File: config.mk
export PLATFORM = sky130hd
export DESIGN_NAME = ilv_block_fetch
export DESIGN_NICKNAME = d
export VERILOG_FILES = /design/src/rtl/ilv_pkg.sv /design/src/rtl/ilv_seq_ctrl.sv /design/src/rtl/ilv_word_mux.sv /design/src/rtl/ilv_block_fetch.sv
export SDC_FILE = /design/constraint.sdc
export NUM_CORES = 1
export LEC_CHECK = 0
export ABC_CLOCK_PERIOD_IN_PS = 4260
export CORE_UTILIZATION = 38
export DETAILED_ROUTE_END_ITERATION = 7
export GPL_TIMING_DRIVEN = 0
export PLACE_DENSITY = 0.88
export SLEW_MARGIN = 20
export SYNTH_ARGS = -nofsm -noshare
export SYNTH_HDL_FRONTEND = slang
export SYNTH_SLANG_ARGS = --single-unit
File: constraint.sdc
create_clock -name clk -period 4.26 [get_ports clk]
set_input_delay 0.426 -clock clk [delete_from_list [all_inputs] [get_ports clk]]
set_output_delay 0.426 -clock clk [all_outputs]
set_load 0.01 [all_outputs]
File: src/rtl/ilv_pkg.sv
package ilv_pkg;
    typedef enum logic [1:0] {
        ST_IDLE = 2'd0,
        ST_ADDR = 2'd1,
        ST_WAIT = 2'd2,
        ST_XFER = 2'd3
    } ilv_state_e;
endpackage

File: src/rtl/ilv_seq_ctrl.sv
module ilv_seq_ctrl
    import ilv_pkg::*;
#(
    parameter int ADDR_W = 16,
    parameter int NBANK  = 4,
    parameter int LAT    = 15,
    localparam int IDX_W = (NBANK > 1) ? $clog2(NBANK) : 1,
    localparam int CNT_W = $clog2(LAT + 1)
) (
    input  logic              clk,
    input  logic              rst_n,
    input  logic              req_valid,
    input  logic [ADDR_W-1:0] req_addr,
    output logic              ready,
    output logic              strobe,
    output logic [ADDR_W-1:0] row_addr,
    output logic              xfer,
    output logic [IDX_W-1:0]  word_sel,
    output logic              last_word
);
    typedef struct packed {
        ilv_state_e        state;
        logic [CNT_W-1:0]  wait_cnt;
        logic [IDX_W-1:0]  idx;
        logic [ADDR_W-1:0] addr;
    } ctrl_t;

    localparam logic [IDX_W-1:0] LAST_IDX  = IDX_W'(NBANK - 1);
    localparam logic [CNT_W-1:0] WAIT_INIT = CNT_W'(LAT - 1);

    ctrl_t ctl_d, ctl_q;

    always_comb begin
        ctl_d = ctl_q;
        unique case (ctl_q.state)
            ST_IDLE: begin
                if (req_valid) begin
                    ctl_d.state = ST_ADDR;
                    ctl_d.addr  = req_addr;
                end
            end
            ST_ADDR: begin
                ctl_d.state    = ST_WAIT;
                ctl_d.wait_cnt = WAIT_INIT;
            end
            ST_WAIT: begin
                if (ctl_q.wait_cnt == '0) begin
                    ctl_d.state = ST_XFER;
                    ctl_d.idx   = '0;
                end else begin
                    ctl_d.wait_cnt = ctl_q.wait_cnt - 1'b1;
                end
            end
            ST_XFER: begin
                ctl_d.idx = ctl_q.idx + 1'b1;
                if (ctl_q.idx == LAST_IDX) begin
                    ctl_d.state = ST_IDLE;
                    ctl_d.idx   = '0;
                end
            end
            default: ctl_d.state = ST_IDLE;
        endcase
    end

    always_ff @(posedge clk) begin
        if (!rst_n) begin
            ctl_q.state    <= ST_IDLE;
            ctl_q.wait_cnt <= '0;
            ctl_q.idx      <= '0;
            ctl_q.addr     <= '0;
        end else begin
            ctl_q <= ctl_d;
        end
    end

    assign ready     = (ctl_q.state == ST_IDLE);
    assign strobe    = (ctl_q.state == ST_ADDR);
    assign row_addr  = ctl_q.addr;
    assign xfer      = (ctl_q.state == ST_XFER);
    assign word_sel  = ctl_q.idx;
    assign last_word = xfer && (ctl_q.idx == LAST_IDX);
endmodule

File: src/rtl/ilv_word_mux.sv
module ilv_word_mux #(
    parameter int DATA_W = 32,
    parameter int NBANK  = 4,
    localparam int IDX_W = (NBANK > 1) ? $clog2(NBANK) : 1
) (
    input  logic [NBANK*DATA_W-1:0] bank_words,
    input  logic [IDX_W-1:0]        sel,
    output logic [DATA_W-1:0]       bus_word
);
    logic [DATA_W-1:0] lane [NBANK];

    for (genvar k = 0; k < NBANK; k++) begin : g_lane
        assign lane[k] = bank_words[k*DATA_W +: DATA_W];
    end

    always_comb begin
        bus_word = '0;
        for (int k = 0; k < NBANK; k++) begin
            if (sel == IDX_W'(k)) bus_word = lane[k];
        end
    end
endmodule

File: src/rtl/ilv_block_fetch.sv
module ilv_block_fetch #(
    parameter int ADDR_W = 16,
    parameter int DATA_W = 32,
    parameter int NBANK  = 4,
    parameter int LAT    = 15,
    localparam int IDX_W = (NBANK > 1) ? $clog2(NBANK) : 1
) (
    input  logic                    clk,
    input  logic                    rst_n,
    input  logic                    req_valid,
    input  logic [ADDR_W-1:0]       req_addr,
    output logic                    ready,
    output logic                    bank_strobe,
    output logic [ADDR_W-1:0]       bank_addr,
    input  logic [NBANK*DATA_W-1:0] bank_rdata,
    output logic                    fill_valid,
    output logic [IDX_W-1:0]        fill_idx,
    output logic [DATA_W-1:0]       fill_data,
    output logic                    fill_done
);
    logic [IDX_W-1:0]  sel;
    logic [DATA_W-1:0] bus_word;
    logic              xfer;

    ilv_seq_ctrl #(
        .ADDR_W(ADDR_W), .NBANK(NBANK), .LAT(LAT)
    ) u_ctrl (
        .clk       (clk),
        .rst_n     (rst_n),
        .req_valid (req_valid),
        .req_addr  (req_addr),
        .ready     (ready),
        .strobe    (bank_strobe),
        .row_addr  (bank_addr),
        .xfer      (xfer),
        .word_sel  (sel),
        .last_word (fill_done)
    );

    ilv_word_mux #(
        .DATA_W(DATA_W), .NBANK(NBANK)
    ) u_mux (
        .bank_words (bank_rdata),
        .sel        (sel),
        .bus_word   (bus_word)
    );

    assign fill_valid = xfer;
    assign fill_idx   = sel;
    assign fill_data  = xfer ? bus_word : '0;
endmodule

# Yosys cells after proc, flatten, opt, wreduce, memory -nomap -nowiden
# Cells that the tools add are included.
[op_classes]
n_addsub = 2
eq_ne = 10
n_mux = 14
reduce_logical = 10
[ops]
columns = ["operator", "n"]
rows = [
  ["32-bit two-way mux", 5],
  ["2-bit two-way mux", 5],
  ["2-bit == test, second input constant", 4],
  ["2-bit one-hot mux with 4 select lines", 1],
  ["4-bit one-hot mux with 2 select lines", 1],
  ["2-bit != test, second input constant", 3],
  ["2-bit AND reduction", 3],
  ["2-bit by 1-bit == test with 1-bit output, second input constant", 2],
  ["2-bit zero test", 2],
  ["4-bit zero test", 1],
  ["4-bit two-way mux", 1],
  ["2-bit one-hot mux with 2 select lines", 1],
  ["2-bit nonzero test", 2],
  ["4-bit by 1-bit subtractor with 4-bit output, second input constant", 1],
  ["3-bit AND reduction", 1],
  ["2-bit by 1-bit adder with 2-bit output, second input constant", 1],
  ["2-bit by 1-bit != test with 1-bit output, second input constant", 1],
  ["1-bit logical AND", 1],
]
[totals]
register_bits = 24
inputBits = 147
output_inout_bits = 54
wordCells = 40

# Longest topological paths before layout
[depth]
ltp_word = 6
depth_mapped = 7
ltp_nobuf = 5

# Modules after synthesis
# A second synthesis with hierarchy kept.
[unflattened]
cells_unflattened = 221
hier_area_um2 = 2247.2
[by_module_without_submodules]
columns = ["module", "n_inst", "cells_each", "area_per_inst_um2", "seq_area_each_um2"]
rows = [
  ["ilv_seq_ctrl", 1, 147, 1177.4, 480.5],
  ["ilv_word_mux", 1, 39, 814.5, 0.0],
  ["ilv_block_fetch", 1, 35, 255.2, 0.0],
]

# Least setup slack after synthesis
# OpenSTA, ideal clock, no wires.
[synth_path]
path_kind = "reg-to-output"
start = "reg u_ctrl.ctl_q, in the netlist u_ctrl.word_sel[0]"
end = "out fill_data[10]"
arrival_ns = 1.512
required_time_ns = 3.834
slack_ns = 2.322
path_stages_with_launch = 7
path_buffers = 2
path_cell_list = "dfxtp_1 inv_1 ha_1 buf_4 clkbuf_1 a221o_1 a21boi_1"
[synth_between]
elab_chain_cells = 6
elab_cells_between_ends = 9
classes_between = "eq/ne: 3; mux: 5; reduce/logical: 1"
[synth_lines]
columns = ["item", "line_no", "rtl"]
rows = [
  ["from (decl)", "ilv_seq_ctrl.sv:31", "ctrl_t ctl_d, ctl_q;"],
  ["from (signal assigned)", "ilv_seq_ctrl.sv:72", "ctl_q <= ctl_d;"],
  ["2-bit zero test", "ilv_word_mux.sv:19", "if (sel == IDX_W'(k)) bus_word = lane[k];"],
  ["32-bit two-way mux (3 in series)", "ilv_word_mux.sv:19", ""],
  ["32-bit two-way mux (*)", "ilv_word_mux.sv:19", ""],
  ["32-bit two-way mux (*)", "ilv_block_fetch.sv:50", "assign fill_data = xfer ? bus_word : '0;"],
  ["to (decl)", "ilv_block_fetch.sv:18", "output logic [DATA_W-1:0] fill_data,"],
]
# Every way passes the cells marked *; elsewhere a longest branch is shown, timed or not.

# Worst setup path after layout
[layout_path]
start = "reg u_ctrl.ctl_q, in the netlist u_ctrl.word_sel[0]"
end = "out fill_data[17]"
# The elaborated chain is that of the path after synthesis.

==> key figures <==
Synth
  – Synth Flop Type: dfxtp_1
  – EDFF count, synth: 0
  – Syn. warnings: 0
  – Syn nets: 525
  – Ys async rst share: 0%
  – Avg Cell Area, Syn: 7.38 um^2
  – Top post-synthesis cells by count: nand2_1 (69), inv_1 (40), a21oi_1 (38)
  – #FFs+latches synth: 24
  – Post-synthesis sequential area ratio: 17.7%
  – Post-synth top area share: 17.7%
  – Yosys cell types: 32
  – Most frequent cell after synthesis: nand2_1
  – Leading area contributor after synthesis: dfxtp_1
  – Post-synth design cell area: 0.00272 mm^2
  – Top post-synthesis cells by area: dfxtp_1 (18%), a221o_1 (12%), nand2_1 (9.5%)
  – Gate Count Post-Synth: 368

Placed design
  – Dpl ws: 1.63 ns
  – PortBufs: 200
  – HPWL Detailed: 8580 um
  – DP Area: 0.00484 mm^2
  – RePlAce Congestion: 0.914

Route
  – Initial DRC Count: 160
  – Post-route ant nets: 0
  – 1st-pass router iterations: 4
  – Vias: 3428
  – DRC viols: 0
  – Wire per inst: 16.3 um
  – Vias/cell: 5.13
  – Final WL: 10900 um

Finish
  – Diode count: 0
  – Area occupied by multi-input gates: 0.00175 mm^2
  – Share of layout cells above drive strength 1: 11.9%
  – Filler cells: 557
  – Final Cell Area: 0.00491 mm^2
  – Reg area: 480 um^2
  – Layout Nets: 730
  – Area growth from synthesis to layout: 80.7%

GRT
  – Vias in the first global route: 3377
  – Initial antenna violation count: 0
  – First-pass GRT wire length: 16600 um
  – All-Layer GR Usage: 27.8%
  – Largest net degree at the start of global routing: 15
  – Gr ovfl total: 0

Power
  – P per Cell Area: 300 mW/mm^2
  – Total Power: 1.47 mW
  – Worst IR Drop VDD: 0.328 mV
  – Combinational Power Share: 64.8%
  – Part of the power in registers: 21.6%
  – Pleak: 1.91 nW
  – Switching Fraction: 36.1%
  – NetSw: 532 uW
  – P_int: 942 uW
  – Clock power share: 13.6%

Die
  – Placeable Area: 0.00683 mm^2
  – Die height: 86.5 um
  – Die width: 86.5 um
  – Die area: 0.00749 mm^2
  – I/O pin total: 201
  – Row Count: 30
  – Initial Util: 39.8%

Clock tree
  – CTS tree: done
  – H-tree levels: 1
  – Post-CTS Setup Repair Bufs: 0
  – Number of clock sinks: 24
  – TritonCTS Buffers: 3
  – Post-cts sizing count: 0
  – Worst skew pair latency: 0.26 ns
  – Clk slew on worst S/H paths: 0.09 ns
  – Clock Path Buffers: 2
  – Hold-fix buffers, CTS: 0
  – CTS root buf: clkbuf_8

Timing
  – Final WS setup: 1.33 ns
  – Slew Limit Fails: 0
  – Final hold vios: 0
  – Hold WS: 0.460 ns
  – Final setup vio count: 0
  – Max Freq: 342 MHz
  – Relative slew slack: 66.5%
  – Tmin final: 2.93 ns
  – Clk_skew: 0.00496 ns
  – Setup_tns: 0 ns
  – RSZ-0062 raised after global routing: no
  – Worst Tran Pin Value: 0.502 ns
  – Final worst-path cycle share: 68.7%

Status
  – Status: completed

Worst setup path
  – Worst Path Required: 3.83 ns
  – Critical Path Fanout Max: 10
  – CP Capture Type: primary output
  – Critical path class: flip-flop to primary output
  – CP startpoint kind: flip-flop
  – CP Data Arrival Time: 2.50 ns

Flow run
  – Max-cap viol count: 0

Worst hold path
  – Hold WC Path Type: flip-flop to flip-flop
-- power groups by stage --
| stage | logic [mW] | clock network, mW | registers [mW] |
|---|---|---|---|
| floorplan | 0.566 | 0 | 0.312 |
| CTS | 0.951 | 0.203 | 0.319 |
| finish | 0.954 | 0.200 | 0.319 |
| detailed placement | 0.946 | 0 | 0.322 |
| global placement | 0.920 | 0 | 0.319 |
| global route | 1.03 | 0.212 | 0.327 |
-- final timing paths --
kind / from / endpoint / slack (ns) / cells past startpoint
worst max-delay path: u_ctrl.word_sel[0] / fill_data[17] / 1.33 / 7
worst min-delay path: u_ctrl.row_addr[7] / u_ctrl.row_addr[7] / 0.46 / 2
worst max register to register: u_ctrl.ctl_q[22] / u_ctrl.row_addr[11] / 2.56 / 6
worst min register to register: u_ctrl.row_addr[7] / u_ctrl.row_addr[7] / 0.46 / 2
-- worst max-delay path, stage by stage, from the launching register on --
cell and delay [ns]:
dfxtp_1 0.43, inv_1 0.09, ha_1 0.19, buf_4 0.17
clkbuf_1 0.24, a221o_1 0.37, a21boi_1 0.18, clkdlybuf4s50_1 0.57
-- layout make-up --
type | instances | share of cell area [%]
well taps | 96 | 2.45
repair buffers | 200 | 40.8
clock buffers | 3 | 0.841
plain buffers | 51 | 6.86
flip-flops and latches | 24 | 9.79
clock inverters | 1 | 0.612
multi-input cells | 253 | 35.6
inverters | 40 | 3.06
-- per-stage QoR --
stage	util (%)	cells
finish	71.9	668
global route	71.9	668
CTS	71.9	668
detailed placement	70.8	664
global placement	70.8	664
floorplan	-	368
-- metal layers --
metal,global-route usage (%),part of all wire [%],vias to the layer above
met2,49.3,49,149
met5,0,0,-
li1,-,-,1674
met4,9.39,3.3,0
met3,6.38,8.3,32
met1,32.9,39,1573
-- kinds of logic after synthesis --
kind of cell | after synthesis | synth area share [%]
muxes | 2 | 0.737
AOI/OAI and AO/OA | 123 | 36.8
buffers and inverters | 91 | 17.9
adders and majority gates | 10 | 4.61
DFF | 24 | 17.7
and+or+nand+nor | 118 | 22.2
-- state kept, by name, summed over array words and instances (netlist names) --
register / flops
u_ctrl.ctl_q: 6
u_ctrl.word_sel: 2
u_ctrl.row_addr: 16
-- cell usage in the layout, fill, tap and decap left out, drive strengths merged, types with 2 or more instances in the layout --
cell type and instances:
and3 2, dfxtp 24, nand2b 2, o21a 2, buf 35, clkdlybuf4s50 200, a32o 2, inv 40
mux2i 2, and2 2, clkbuf 19, a21boi 32, nand2 69, nor2 3, nand3b 32, nor3 4
a221o 32, a21oi 48, ha 10, a211oi 3
No activity file was read; power rests on OpenSTA's default activity.
